<file path="config.mk">
export PLATFORM = sky130hd
export DESIGN_NAME = i2c_tx_master
export DESIGN_NICKNAME = d
export VERILOG_FILES = /design/src/rtl/i2c_tx_pkg.sv /design/src/rtl/i2c_tx_timer.sv /design/src/rtl/i2c_tx_seq.sv /design/src/rtl/i2c_tx_irq.sv /design/src/rtl/i2c_tx_master.sv
export SDC_FILE = /design/constraint.sdc
export NUM_CORES = 1
export LEC_CHECK = 0
export BUFFER_PORTS_ARGS = -buffer_cell sky130_fd_sc_hd__buf_2
export CAP_MARGIN = 20
export CORE_MARGIN = 3
export CORE_UTILIZATION = 45
export CTS_BUF_LIST = sky130_fd_sc_hd__clkbuf_8
export DETAILED_ROUTE_END_ITERATION = 10
export GPL_TIMING_DRIVEN = 0
export PLACE_DENSITY_LB_ADDON = 0.12
export SETUP_SLACK_MARGIN = 0.02
export SYNTH_ARGS = -nofsm -noshare
export SYNTH_HDL_FRONTEND = slang
export SYNTH_HIERARCHICAL = 1
export SYNTH_SLANG_ARGS = --single-unit
</file>
<file path="constraint.sdc">
create_clock -name clk_i -period 5.4 [get_ports clk_i]
set_input_delay 0.27 -clock clk_i [delete_from_list [all_inputs] [get_ports clk_i]]
set_output_delay 0.27 -clock clk_i [all_outputs]
set_load 0.01 [all_outputs]
</file>
<file path="src/rtl/i2c_tx_pkg.sv">
package i2c_tx_pkg;
  typedef enum logic [3:0] {
    S_IDLE, S_ST_SU, S_ST_HD, S_HOLD, S_RS_LO,
    S_BIT_LO, S_BIT_HI, S_SP_LO, S_SP_SU, S_SP_BUF
  } seg_e;
endpackage

</file>
<file path="src/rtl/i2c_tx_timer.sv">
module i2c_tx_timer #(
  parameter int unsigned DIV_W   = 12,
  parameter int unsigned MIN_DIV = 4
) (
  input  logic             clk_i,
  input  logic             rst_ni,
  input  logic             run_i,
  input  logic [DIV_W-1:0] div_i,
  output logic             mid_o,
  output logic             end_o
);
  localparam logic [DIV_W-1:0] MIN_V = DIV_W'(MIN_DIV);

  logic [DIV_W-1:0] div_q, cnt_q;

  always_ff @(posedge clk_i or negedge rst_ni) begin
    if (!rst_ni) begin
      div_q <= MIN_V;
      cnt_q <= '0;
    end else if (!run_i) begin
      div_q <= (div_i < MIN_V) ? MIN_V : div_i;
      cnt_q <= '0;
    end else if (end_o) begin
      cnt_q <= '0;
    end else begin
      cnt_q <= cnt_q + 1'b1;
    end
  end

  assign end_o = run_i && (cnt_q == div_q - 1'b1);
  assign mid_o = run_i && (cnt_q == (div_q >> 1));

  AST_CNT_IN_RANGE: assert property (@(posedge clk_i) disable iff (!rst_ni)
    cnt_q < div_q);
  AST_DIV_FROZEN: assert property (@(posedge clk_i) disable iff (!rst_ni)
    (run_i && $past(run_i)) |-> $stable(div_q));
endmodule

</file>
<file path="src/rtl/i2c_tx_seq.sv">
module i2c_tx_seq
  import i2c_tx_pkg::*;
#(
  parameter int unsigned DATA_W = 8
) (
  input  logic              clk_i,
  input  logic              rst_ni,
  input  logic              start_i,
  input  logic              stop_i,
  input  logic              wr_i,
  input  logic [DATA_W-1:0] wdata_i,
  input  logic              addr10_i,
  input  logic              sda_i,
  input  logic              mid_i,
  input  logic              end_i,
  output logic              run_o,
  output logic              scl_oe_o,
  output logic              sda_oe_o,
  output logic              frame_end_o,
  output logic              cond_done_o,
  output logic              nack_o,
  output logic              addr_phase_o,
  output logic              wr_err_o
);
  localparam int unsigned CNT_W = $clog2(DATA_W + 1);
  localparam logic [CNT_W-1:0] LAST = CNT_W'(DATA_W);

  seg_e              state_q, state_d;
  logic [DATA_W-1:0] shift_q;
  logic [CNT_W-1:0]  bit_q;
  logic              sda_q, ack_q, err_q, first_q;
  logic [1:0]        addr_left_q;
  logic              wr_take;

  assign wr_take = (state_q == S_HOLD) && wr_i && !start_i && !stop_i;

  always_comb begin
    state_d = state_q;
    unique case (state_q)
      S_IDLE:   if (start_i) state_d = S_ST_SU;
      S_HOLD: begin
        if (stop_i)       state_d = S_SP_LO;
        else if (start_i) state_d = S_RS_LO;
        else if (wr_i)    state_d = S_BIT_LO;
      end
      S_RS_LO:  if (end_i) state_d = S_ST_SU;
      S_ST_SU:  if (end_i) state_d = S_ST_HD;
      S_ST_HD:  if (end_i) state_d = S_HOLD;
      S_BIT_LO: if (end_i) state_d = S_BIT_HI;
      S_BIT_HI: if (end_i) state_d = (bit_q == LAST) ? S_HOLD : S_BIT_LO;
      S_SP_LO:  if (end_i) state_d = S_SP_SU;
      S_SP_SU:  if (end_i) state_d = S_SP_BUF;
      S_SP_BUF: if (end_i) state_d = S_IDLE;
      default:  state_d = S_IDLE;
    endcase
  end

  always_ff @(posedge clk_i or negedge rst_ni) begin
    if (!rst_ni) state_q <= S_IDLE;
    else         state_q <= state_d;
  end

  // data line: changes at mid of SCL low, or at segment ends for conditions
  always_ff @(posedge clk_i or negedge rst_ni) begin
    if (!rst_ni) begin
      sda_q <= 1'b0;
    end else begin
      unique case (state_q)
        S_ST_SU:  if (end_i) sda_q <= 1'b1;
        S_RS_LO:  if (mid_i) sda_q <= 1'b0;
        S_BIT_LO: if (mid_i) sda_q <= (bit_q == LAST) ? 1'b0 : ~shift_q[DATA_W-1];
        S_SP_LO:  if (mid_i) sda_q <= 1'b1;
        S_SP_SU:  if (end_i) sda_q <= 1'b0;
        default: ;
      endcase
    end
  end

  always_ff @(posedge clk_i or negedge rst_ni) begin
    if (!rst_ni) begin
      shift_q <= '0;
      bit_q   <= '0;
      ack_q   <= 1'b0;
    end else if (wr_take) begin
      shift_q <= first_q ? {wdata_i[DATA_W-1:1], 1'b0} : wdata_i;
      bit_q   <= '0;
    end else if (state_q == S_BIT_HI) begin
      if (mid_i && bit_q == LAST) ack_q <= sda_i;
      if (end_i) begin
        shift_q <= {shift_q[DATA_W-2:0], 1'b0};
        bit_q   <= bit_q + 1'b1;
      end
    end
  end

  always_ff @(posedge clk_i or negedge rst_ni) begin
    if (!rst_ni) begin
      first_q     <= 1'b0;
      addr_left_q <= 2'd0;
    end else if (state_q == S_ST_HD && end_i) begin
      first_q     <= 1'b1;
      addr_left_q <= addr10_i ? 2'd2 : 2'd1;
    end else if (state_q == S_SP_BUF && end_i) begin
      first_q     <= 1'b0;
      addr_left_q <= 2'd0;
    end else if (wr_take) begin
      first_q <= 1'b0;
      if (addr_left_q != 2'd0) addr_left_q <= addr_left_q - 2'd1;
    end
  end

  always_ff @(posedge clk_i or negedge rst_ni) begin
    if (!rst_ni)             err_q <= 1'b0;
    else if (wr_i && !wr_take) err_q <= 1'b1;
  end

  assign run_o        = (state_q != S_IDLE) && (state_q != S_HOLD);
  assign scl_oe_o     = (state_q == S_HOLD) || (state_q == S_RS_LO) ||
                        (state_q == S_BIT_LO) || (state_q == S_SP_LO);
  assign sda_oe_o     = sda_q;
  assign frame_end_o  = (state_q == S_BIT_HI) && end_i && (bit_q == LAST);
  assign cond_done_o  = end_i && ((state_q == S_ST_HD) || (state_q == S_SP_BUF));
  assign nack_o       = ack_q;
  assign addr_phase_o = addr_left_q != 2'd0;
  assign wr_err_o     = err_q;

  AST_SDA_ONLY_COND_WHEN_SCL_HI: assert property (@(posedge clk_i) disable iff (!rst_ni)
    (!$stable(sda_q) && !scl_oe_o) |-> (state_q == S_ST_HD || state_q == S_SP_BUF));
  AST_HOLD_UNTIL_CMD: assert property (@(posedge clk_i) disable iff (!rst_ni)
    (state_q == S_HOLD && !start_i && !stop_i && !wr_i) |=> state_q == S_HOLD);
  AST_BAD_WRITE_FLAGGED: assert property (@(posedge clk_i) disable iff (!rst_ni)
    (wr_i && state_q != S_HOLD) |=> wr_err_o);
endmodule

</file>
<file path="src/rtl/i2c_tx_irq.sv">
module i2c_tx_irq (
  input  logic clk_i,
  input  logic rst_ni,
  input  logic int_mode_i,
  input  logic frame_end_i,
  input  logic cond_done_i,
  input  logic nack_i,
  output logic txi_o,
  output logic rxi_o,
  output logic sti_o
);
  always_ff @(posedge clk_i or negedge rst_ni) begin
    if (!rst_ni) begin
      txi_o <= 1'b0;
      rxi_o <= 1'b0;
      sti_o <= 1'b0;
    end else begin
      txi_o <= frame_end_i && (int_mode_i || nack_i);
      rxi_o <= frame_end_i && !int_mode_i && !nack_i;
      sti_o <= cond_done_i;
    end
  end

  AST_IRQ_EXCLUSIVE: assert property (@(posedge clk_i) disable iff (!rst_ni)
    $onehot0({txi_o, rxi_o, sti_o}));
  AST_RXI_SPLIT_ONLY: assert property (@(posedge clk_i) disable iff (!rst_ni)
    rxi_o |-> !$past(int_mode_i));
endmodule

</file>
<file path="src/rtl/i2c_tx_master.sv">
module i2c_tx_master #(
  parameter int unsigned DIV_W   = 12,
  parameter int unsigned DATA_W  = 8,
  parameter int unsigned MIN_DIV = 4
) (
  input  logic              clk_i,
  input  logic              rst_ni,
  input  logic [DIV_W-1:0]  div_i,
  input  logic              int_mode_i,
  input  logic              addr10_i,
  input  logic              start_i,
  input  logic              stop_i,
  input  logic              wr_i,
  input  logic [DATA_W-1:0] wdata_i,
  input  logic              sda_i,
  output logic              scl_oe_o,
  output logic              sda_oe_o,
  output logic              txi_o,
  output logic              rxi_o,
  output logic              sti_o,
  output logic              ack_flag_o,
  output logic              addr_phase_o,
  output logic              wr_err_o
);
  logic run, mid, seg_end, frame_end, cond_done, nack;

  i2c_tx_timer #(.DIV_W(DIV_W), .MIN_DIV(MIN_DIV)) u_timer (
    .clk_i, .rst_ni, .run_i(run), .div_i, .mid_o(mid), .end_o(seg_end)
  );

  i2c_tx_seq #(.DATA_W(DATA_W)) u_seq (
    .clk_i, .rst_ni, .start_i, .stop_i, .wr_i, .wdata_i, .addr10_i, .sda_i,
    .mid_i(mid), .end_i(seg_end), .run_o(run), .scl_oe_o, .sda_oe_o,
    .frame_end_o(frame_end), .cond_done_o(cond_done), .nack_o(nack),
    .addr_phase_o, .wr_err_o
  );

  i2c_tx_irq u_irq (
    .clk_i, .rst_ni, .int_mode_i, .frame_end_i(frame_end),
    .cond_done_i(cond_done), .nack_i(nack), .txi_o, .rxi_o, .sti_o
  );

  assign ack_flag_o = nack;
endmodule

</file>
==> impl_metrics.tcl, run 1 <==
set metrics [dict create \
    outcome "completed" \
    firstDrtPassIters 4 \
    synthCells 340 \
    num_rows 29 \
    grt_pass1_wl_um 11400 \
    fmax_mhz 259 \
    area.growth.synth_to_final_pct 12.8 \
    required_ps 5600 \
    viasPerCell 5.40 \
    dieHeight_um 89.5 \
    post-route-period-util 0.715 \
    critPathBufInv 4 \
    multi_input_area_mm2 0.00172 \
    ant_nets 0 \
    r2r_cells 14 \
    finalSetupTns_ps 0 \
    layout_common_cells "dfrtp_1 (48), nand2_1 (41), buf_2 (40)" \
    power_switching_w 0.000631 \
    core_mm2 0.00653 \
    synthFlopType "dfrtp_1" \
    syn_area_mm2 0.00314 \
    hold_viol_final 0 \
    fillers 616 \
    ys_types 63 \
    seqCellArea_mm2 0.00123 \
    dp_cells 453 \
    crit_fanout 12 \
    r2r-end "u_seq/addr_left_q[0]" \
    layout_commonest_cell "dfrtp_1" \
    synthesis.nets 373 \
    swShare 0.406 \
    clk_pin_slew_ps 100 \
    rsz0062_at_grt "no" \
    portBuffers 35 \
    max_cap_violations 0 \
    worstHoldStart "int_mode_i" \
    p_comb_frac 0.449 \
    worstPathArrival_ps 4070 \
    synth_fa_ha_area_frac 0.0200 \
    first_global_vias 2377 \
    syn_area_per_cell_um2 9.22 \
    synth-compound-area-share 0.122 \
    die_w_um 89.5 \
    cts_sinks 49 \
    worstMarginPinSlew_ps 518 \
    initial_core_util 0.480 \
    p_int_w 0.000922 \
    cpMostUsedCell "nand3_1" \
    p_leak_nw 1.54 \
    nets 417 \
    synth-simple-area-share 0.237 \
    critPathTopFamily "simple AND/OR/NAND/NOR gates" \
    ir_worst_vdd_mv 0.245 \
    gp_congestion 0.877 \
    clockBufferDepth 2 \
    ios 36 \
    antenna_found_initial 0 \
    dieArea_mm2 0.00801 \
    via_count 2494 \
    drt_iter0_drc 110 \
    h-tree-depth 2 \
    worstHoldPathCells 2 \
    synth-async-reset-ratio 1.00 \
    cts-root-buf "clkbuf_8" \
    synth_xor_area_frac 0.117 \
    finalSetupViolations 0 \
    clkPwrFrac 0.155 \
    cts_resized 0 \
    gr-total-overflow 0 \
    setup.worst_path.end_class "flip-flop" \
    routed_wl_um 6840 \
    drive_gt1_frac 0.210 \
    crit_chain "inv_1 -> ha_1 -> clkbuf_2 -> xnor2_1 -> nand3_1 -> a2111oi_1 -> a311oi_1 -> nor4_2 -> buf_6 -> clkbuf_1 -> nand3_1 -> nand2_1 -> a21o_4 -> mux2_1" \
    synth_top_family_by_area "simple AND/OR/NAND/NOR gates" \
    pwr-share-seq 0.396 \
    wl_per_cell_um 14.8 \
    path_class "flip-flop to flip-flop" \
    grt_max_degree 30 \
    ctsHoldBuffers 1 \
    p_per_area_mw_per_mm2 439 \
    cts_inserted_buffers 5 \
    yosys_warnings 6 \
    critPathMaxStageDelay_ps 510 \
    holdPathEnd "u_irq/rxi_o" \
    clock_skew_ps 13.4 \
    period_needed_ps 3860 \
    min_path_type "input port to flip-flop" \
    synth.area.mux_share 0.0527 \
    drv_slew 0 \
    rrSetupSlack_ps 1540 \
    tritoncts "yes" \
    hpwlAfterDp_um 5140 \
    setup.worst_path.start_class "flip-flop" \
    stdcell_count 462 \
    clkLatencyLatePin_ps 320 \
    diodes 0 \
    post-cts-setup-buffers 0 \
    drc 0 \
    track_usage 0.183 \
    crit_path_top_delay_cell "nor4_2" \
    synth-edff-count 0 \
    final_core_util 0.541 \
    r2r_start "u_timer/div_q[1]" \
    slew_headroom 0.655 \
    seq_area_frac_synth 0.391 \
    synth-seq-cells 49 \
]
power by group through the flow:
stage	clock network, W	logic [W]	registers (W)
2_1_floorplan	0	0.000568	0.000587
3_3_place_gp	0	0.000674	0.000620
3_5_place_dp	0	0.000691	0.000622
4_1_cts	0.000249	0.000698	0.000616
5_1_grt	0.000267	0.000782	0.000632
6_report	0.000240	0.000698	0.000615
through the flow:
step	total power, W	worst slack [ps]	hold WS [ps]	cell area [um^2]
after floorplan	0.00115	2230	-25.6	3140
after global placement	0.00129	1660	458	3410
after detailed placement	0.00131	1550	277	3430
after CTS	0.00156	1520	115	3540
after global routing	0.00168	1230	113	3540
final	0.00155	1540	127	3540
worst max-delay path by stage:
stage                                 from                    to  slack [ps]  cells past startpoint
after floorplan           u_timer/div_q[0]  u_seq/addr_left_q[0]        2230                     14
after global placement    u_timer/div_q[1]  u_seq/addr_left_q[0]        1660                     14
final                     u_timer/div_q[1]  u_seq/addr_left_q[0]        1540                     14
after CTS                 u_timer/div_q[1]  u_seq/addr_left_q[0]        1520                     14
after global routing      u_timer/div_q[0]  u_seq/addr_left_q[0]        1230                     14
after detailed placement  u_timer/div_q[1]  u_seq/addr_left_q[0]        1550                     14
synth_stat cells, types with 3 or more instances:
cell / n / area share
nor3_1: 7 / 0.011
nor4_1: 4 / 0.0080
o21ai_0: 5 / 0.0080
inv_1: 14 / 0.017
a31oi_1: 13 / 0.026
nand3b_1: 3 / 0.0072
nand2b_1: 3 / 0.0060
buf_2: 5 / 0.0080
nand2_1: 41 / 0.049
dfrtp_1: 48 / 0.38
mux2i_1: 3 / 0.0096
xnor2_1: 32 / 0.089
a21oi_1: 6 / 0.0096
o31ai_1: 3 / 0.0072
nor2_1: 36 / 0.043
nor2b_1: 7 / 0.014
mux2_2: 10 / 0.036
ha_1: 5 / 0.020
nand3_1: 16 / 0.026
o21bai_1: 3 / 0.0072
clkbuf_1: 7 / 0.0084
buf_6: 3 / 0.011
nand4_1: 5 / 0.010
xor2_1: 10 / 0.028
worst reg2reg max path, delay by kind of cell (launching register included):
family,cells,cell delay [ps]
flops,1,480
simple gates,4,1040
buf+inv,4,830
fa+ha+maj,1,180
xor+xnor,1,190
mux,1,320
compound gates,3,720
per-layer routing:
| layer | vias up | GRT usage | wire length [um] |
|---|---|---|---|
| met3 | 8 | 0.0267 | 259 |
| li1 | 1255 | - | - |
| met5 | - | 0 | 0 |
| met2 | 52 | 0.309 | 3350 |
| met1 | 1179 | 0.240 | 3130 |
| met4 | 0 | 0.0582 | 102 |
layout make-up:
cell class / count / share of cell area
Multi-Input combinational cell: 256 / 0.486
Sequential cell: 49 / 0.347
Timing Repair Buffer: 37 / 0.0580
Buffer: 21 / 0.0386
Tap cell: 77 / 0.0272
Clock buffer: 6 / 0.0234
Inverter: 14 / 0.0149
Clock inverter: 2 / 0.00460
cell families after synthesis:
logic type,after synthesis
xor gates and xnor gates,42
AOI/OAI and AO/OA,51
muxes,15
DFF,49
and+or+nand+nor,143
buffers and inverters,35
adders and majority gates,5
sequential cells by signal (all words and copies together), names as in the netlist:
register	cells
u_seq/state_q	4
u_seq/nack_o	1
u_irq/txi_o	1
u_timer/div_q	12
u_irq/rxi_o	1
u_timer/cnt_q	12
u_seq/wr_err_o	1
u_seq/first_q	1
u_seq/bit_q	4
u_irq/sti_o	1
u_seq/sda_oe_o	1
u_seq/shift_q	8
u_seq/addr_left_q	2
(Power assumes the default switching activity.)
==> run 2, diff against run 1 <==
- clock period: 5.4 -> 3.1 ns (I/O delays scaled with it)
==> run 2 against run 1 <==
Effect of this change:
- die area stayed put
- utilization is 2.9 points higher
- critical path depth stayed put
- clock skew is 2.4 ps lower
- sequential power is 72% higher
- wire length is 0.18% higher
- hold slack worse by 110 ps
- via count is 3.2% higher
- largest cell class unchanged
- worst setup slack worse by 1300 ps
- critical path type unchanged
- non-clock buffer count is 9 higher
- sequential cell count stayed put
- clock-buffer cell count is 1 lower
==> impl_metrics.tcl, run 2 (synthesis results as in run 1) <==
set metrics [dict create \
    post-route-period-util 0.928 \
    period_needed_ps 2880 \
    r2r_start "u_timer/div_q[0]" \
    rrSetupSlack_ps 220 \
    clock_skew_ps 11.1 \
    holdPathEnd "u_irq/rxi_o" \
    area.growth.synth_to_final_pct 18.7 \
    cts_sinks 49 \
    dp_cells 453 \
    clockBufferDepth 2 \
    critPathMaxStageDelay_ps 420 \
    clkLatencyLatePin_ps 310 \
    antenna_found_initial 0 \
    first_global_vias 2385 \
    min_path_type "input port to flip-flop" \
    path_class "flip-flop to flip-flop" \
    setup.worst_path.start_class "flip-flop" \
    clk_pin_slew_ps 110 \
    cpMostUsedCell "buf_6" \
    worstHoldStart "int_mode_i" \
    crit_chain "inv_1 -> ha_4 -> buf_6 -> nor4b_4 -> nand3_1 -> xnor2_1 -> a311oi_1 -> nor4_2 -> buf_6 -> buf_12 -> nor4_1 -> a211oi_2 -> mux2i_1 -> o21ai_0" \
    max_cap_violations 0 \
    layout_commonest_cell "dfrtp_1" \
    track_usage 0.182 \
    rsz0062_at_grt "no" \
    ios 36 \
    top_regs "u_timer/cnt_q x12, u_timer/div_q x12, u_seq/shift_q x8" \
    firstDrtPassIters 4 \
    initial_core_util 0.480 \
    nets 426 \
    grt_pass1_wl_um 11500 \
    crit_path_top_delay_cell "dfrtp_2" \
    finalSetupTns_ps 0 \
    gr-total-overflow 0 \
    finalSetupViolations 0 \
    wl_per_cell_um 14.5 \
    dieHeight_um 89.5 \
    r2r_cells 14 \
    worstMarginPinSlew_ps 512 \
    diodes 0 \
    drv_slew 0 \
    num_rows 29 \
    hold_viol_final 0 \
    grt_max_degree 30 \
    place_ws_ps -504 \
    required_ps 3280 \
    viasPerCell 5.46 \
    fin_total_pwr_w 0.00276 \
    die_w_um 89.5 \
    fillers 598 \
    layout_common_cells "dfrtp_1 (46), nand2_1 (40), buf_2 (39)" \
    via_count 2574 \
    setup_ws_ps 225 \
    drive_gt1_frac 0.264 \
    worstPathArrival_ps 3060 \
    worstHoldPathCells 2 \
    stdcell_count 471 \
    drc 0 \
    core_mm2 0.00653 \
    multi_input_area_mm2 0.00179 \
    p_per_area_mw_per_mm2 742 \
    p_leak_nw 1.61 \
    setup.worst_path.end_class "flip-flop" \
    crit_fanout 8 \
    drt_iter0_drc 93 \
    r2r-end "u_seq/state_q[0]" \
    dieArea_mm2 0.00801 \
    tritoncts "yes" \
    portBuffers 35 \
    gp_congestion 0.890 \
    slew_headroom 0.659 \
    h-tree-depth 2 \
    ant_nets 0 \
    fmax_mhz 348 \
    cts_inserted_buffers 5 \
    outcome "completed" \
    cts-root-buf "clkbuf_8" \
    ir_worst_vdd_mv 0.327 \
    seqCellArea_mm2 0.00123 \
    hpwlAfterDp_um 5030 \
    routed_wl_um 6850 \
]
run 2: changes by cell type in the layout (fill, tap and decap cells not counted), moves of 2 or more:
| cell | before | now |
|---|---|---|
| buf_4 | 2 | 10 |
| buf_6 | 3 | 5 |
| dfrtp_1 | 48 | 46 |
| dfrtp_2 | 0 | 2 |
| nand3_1 | 16 | 13 |
| nand3_4 | 0 | 2 |
run 2: worst max-delay path: cells and delay by family, from the launching register on:
family | cells | cell delay, ps
xor gates and xnor gates | 1 | 150
DFF | 1 | 420
AOI/OAI and AO/OA | 3 | 540
adders and majority gates | 1 | 130
and+or+nand+nor | 4 | 860
buffers and inverters | 4 | 490
muxes | 1 | 150
run 2: worst max-delay path by stage:
stage | start | end | slack (ps) | depth (start not counted)
2_1_floorplan | u_timer/div_q[0] | u_seq/addr_left_q[0] | 80 | 14
3_3_place_gp | u_timer/div_q[1] | u_seq/addr_left_q[0] | -440 | 14
3_5_place_dp | u_timer/div_q[0] | u_seq/addr_left_q[0] | -500 | 14
4_1_cts | u_timer/div_q[0] | u_seq/sda_oe_o | 30 | 14
5_1_grt | u_timer/div_q[0] | u_seq/state_q[0] | 30 | 14
6_report | u_timer/div_q[0] | u_seq/state_q[0] | 220 | 14
run 2: final cells by class:
type                    count  share of cell area
repair buffers             46              0.0780
multi-input cells         256               0.481
plain buffers              21              0.0444
inverters                  14              0.0141
flip-flops and latches     49               0.330
clock buffers               5              0.0185
well taps                  77              0.0259
clock inverters             3             0.00773
run 2: report_power, final:
| part | switching [W] | total, W | internal (W) |
|---|---|---|---|
| Clock | 0.000242 | 0.000411 | 0.000169 |
| Sequential | 0.000226 | 0.00106 | 0.000835 |
| Combinational | 0.000660 | 0.00129 | 0.000632 |
| Total | 0.00113 | 0.00276 | 0.00164 |
run 2: timing repair:
item,in CTS,in global routing
pin swaps,2,7
hold endpoints to repair,19,0
setup endpoints to repair,23,19
resized for setup,11,17
gates cloned,0,1
setup buffers,6,2
hold buffers,1,0
run 2: stage by stage:
stage | instance area, um^2 | util | hold slack, ps
2_1_floorplan | 3140 | - | -141
3_3_place_gp | 3410 | 0.522 | 365
5_1_grt | 3720 | 0.570 | 2.69
4_1_cts | 3620 | 0.555 | 1.43
6_report | 3720 | 0.570 | 14.6
3_5_place_dp | 3430 | 0.525 | 164
run 2: per-layer routing:
layer | GRT usage | vias up | wire, um
li1 | - | 1280 | -
met1 | 0.246 | 1219 | 3130
met2 | 0.305 | 67 | 3360
met3 | 0.0286 | 8 | 279
met4 | 0.0501 | 0 | 79
met5 | 0 | - | 0
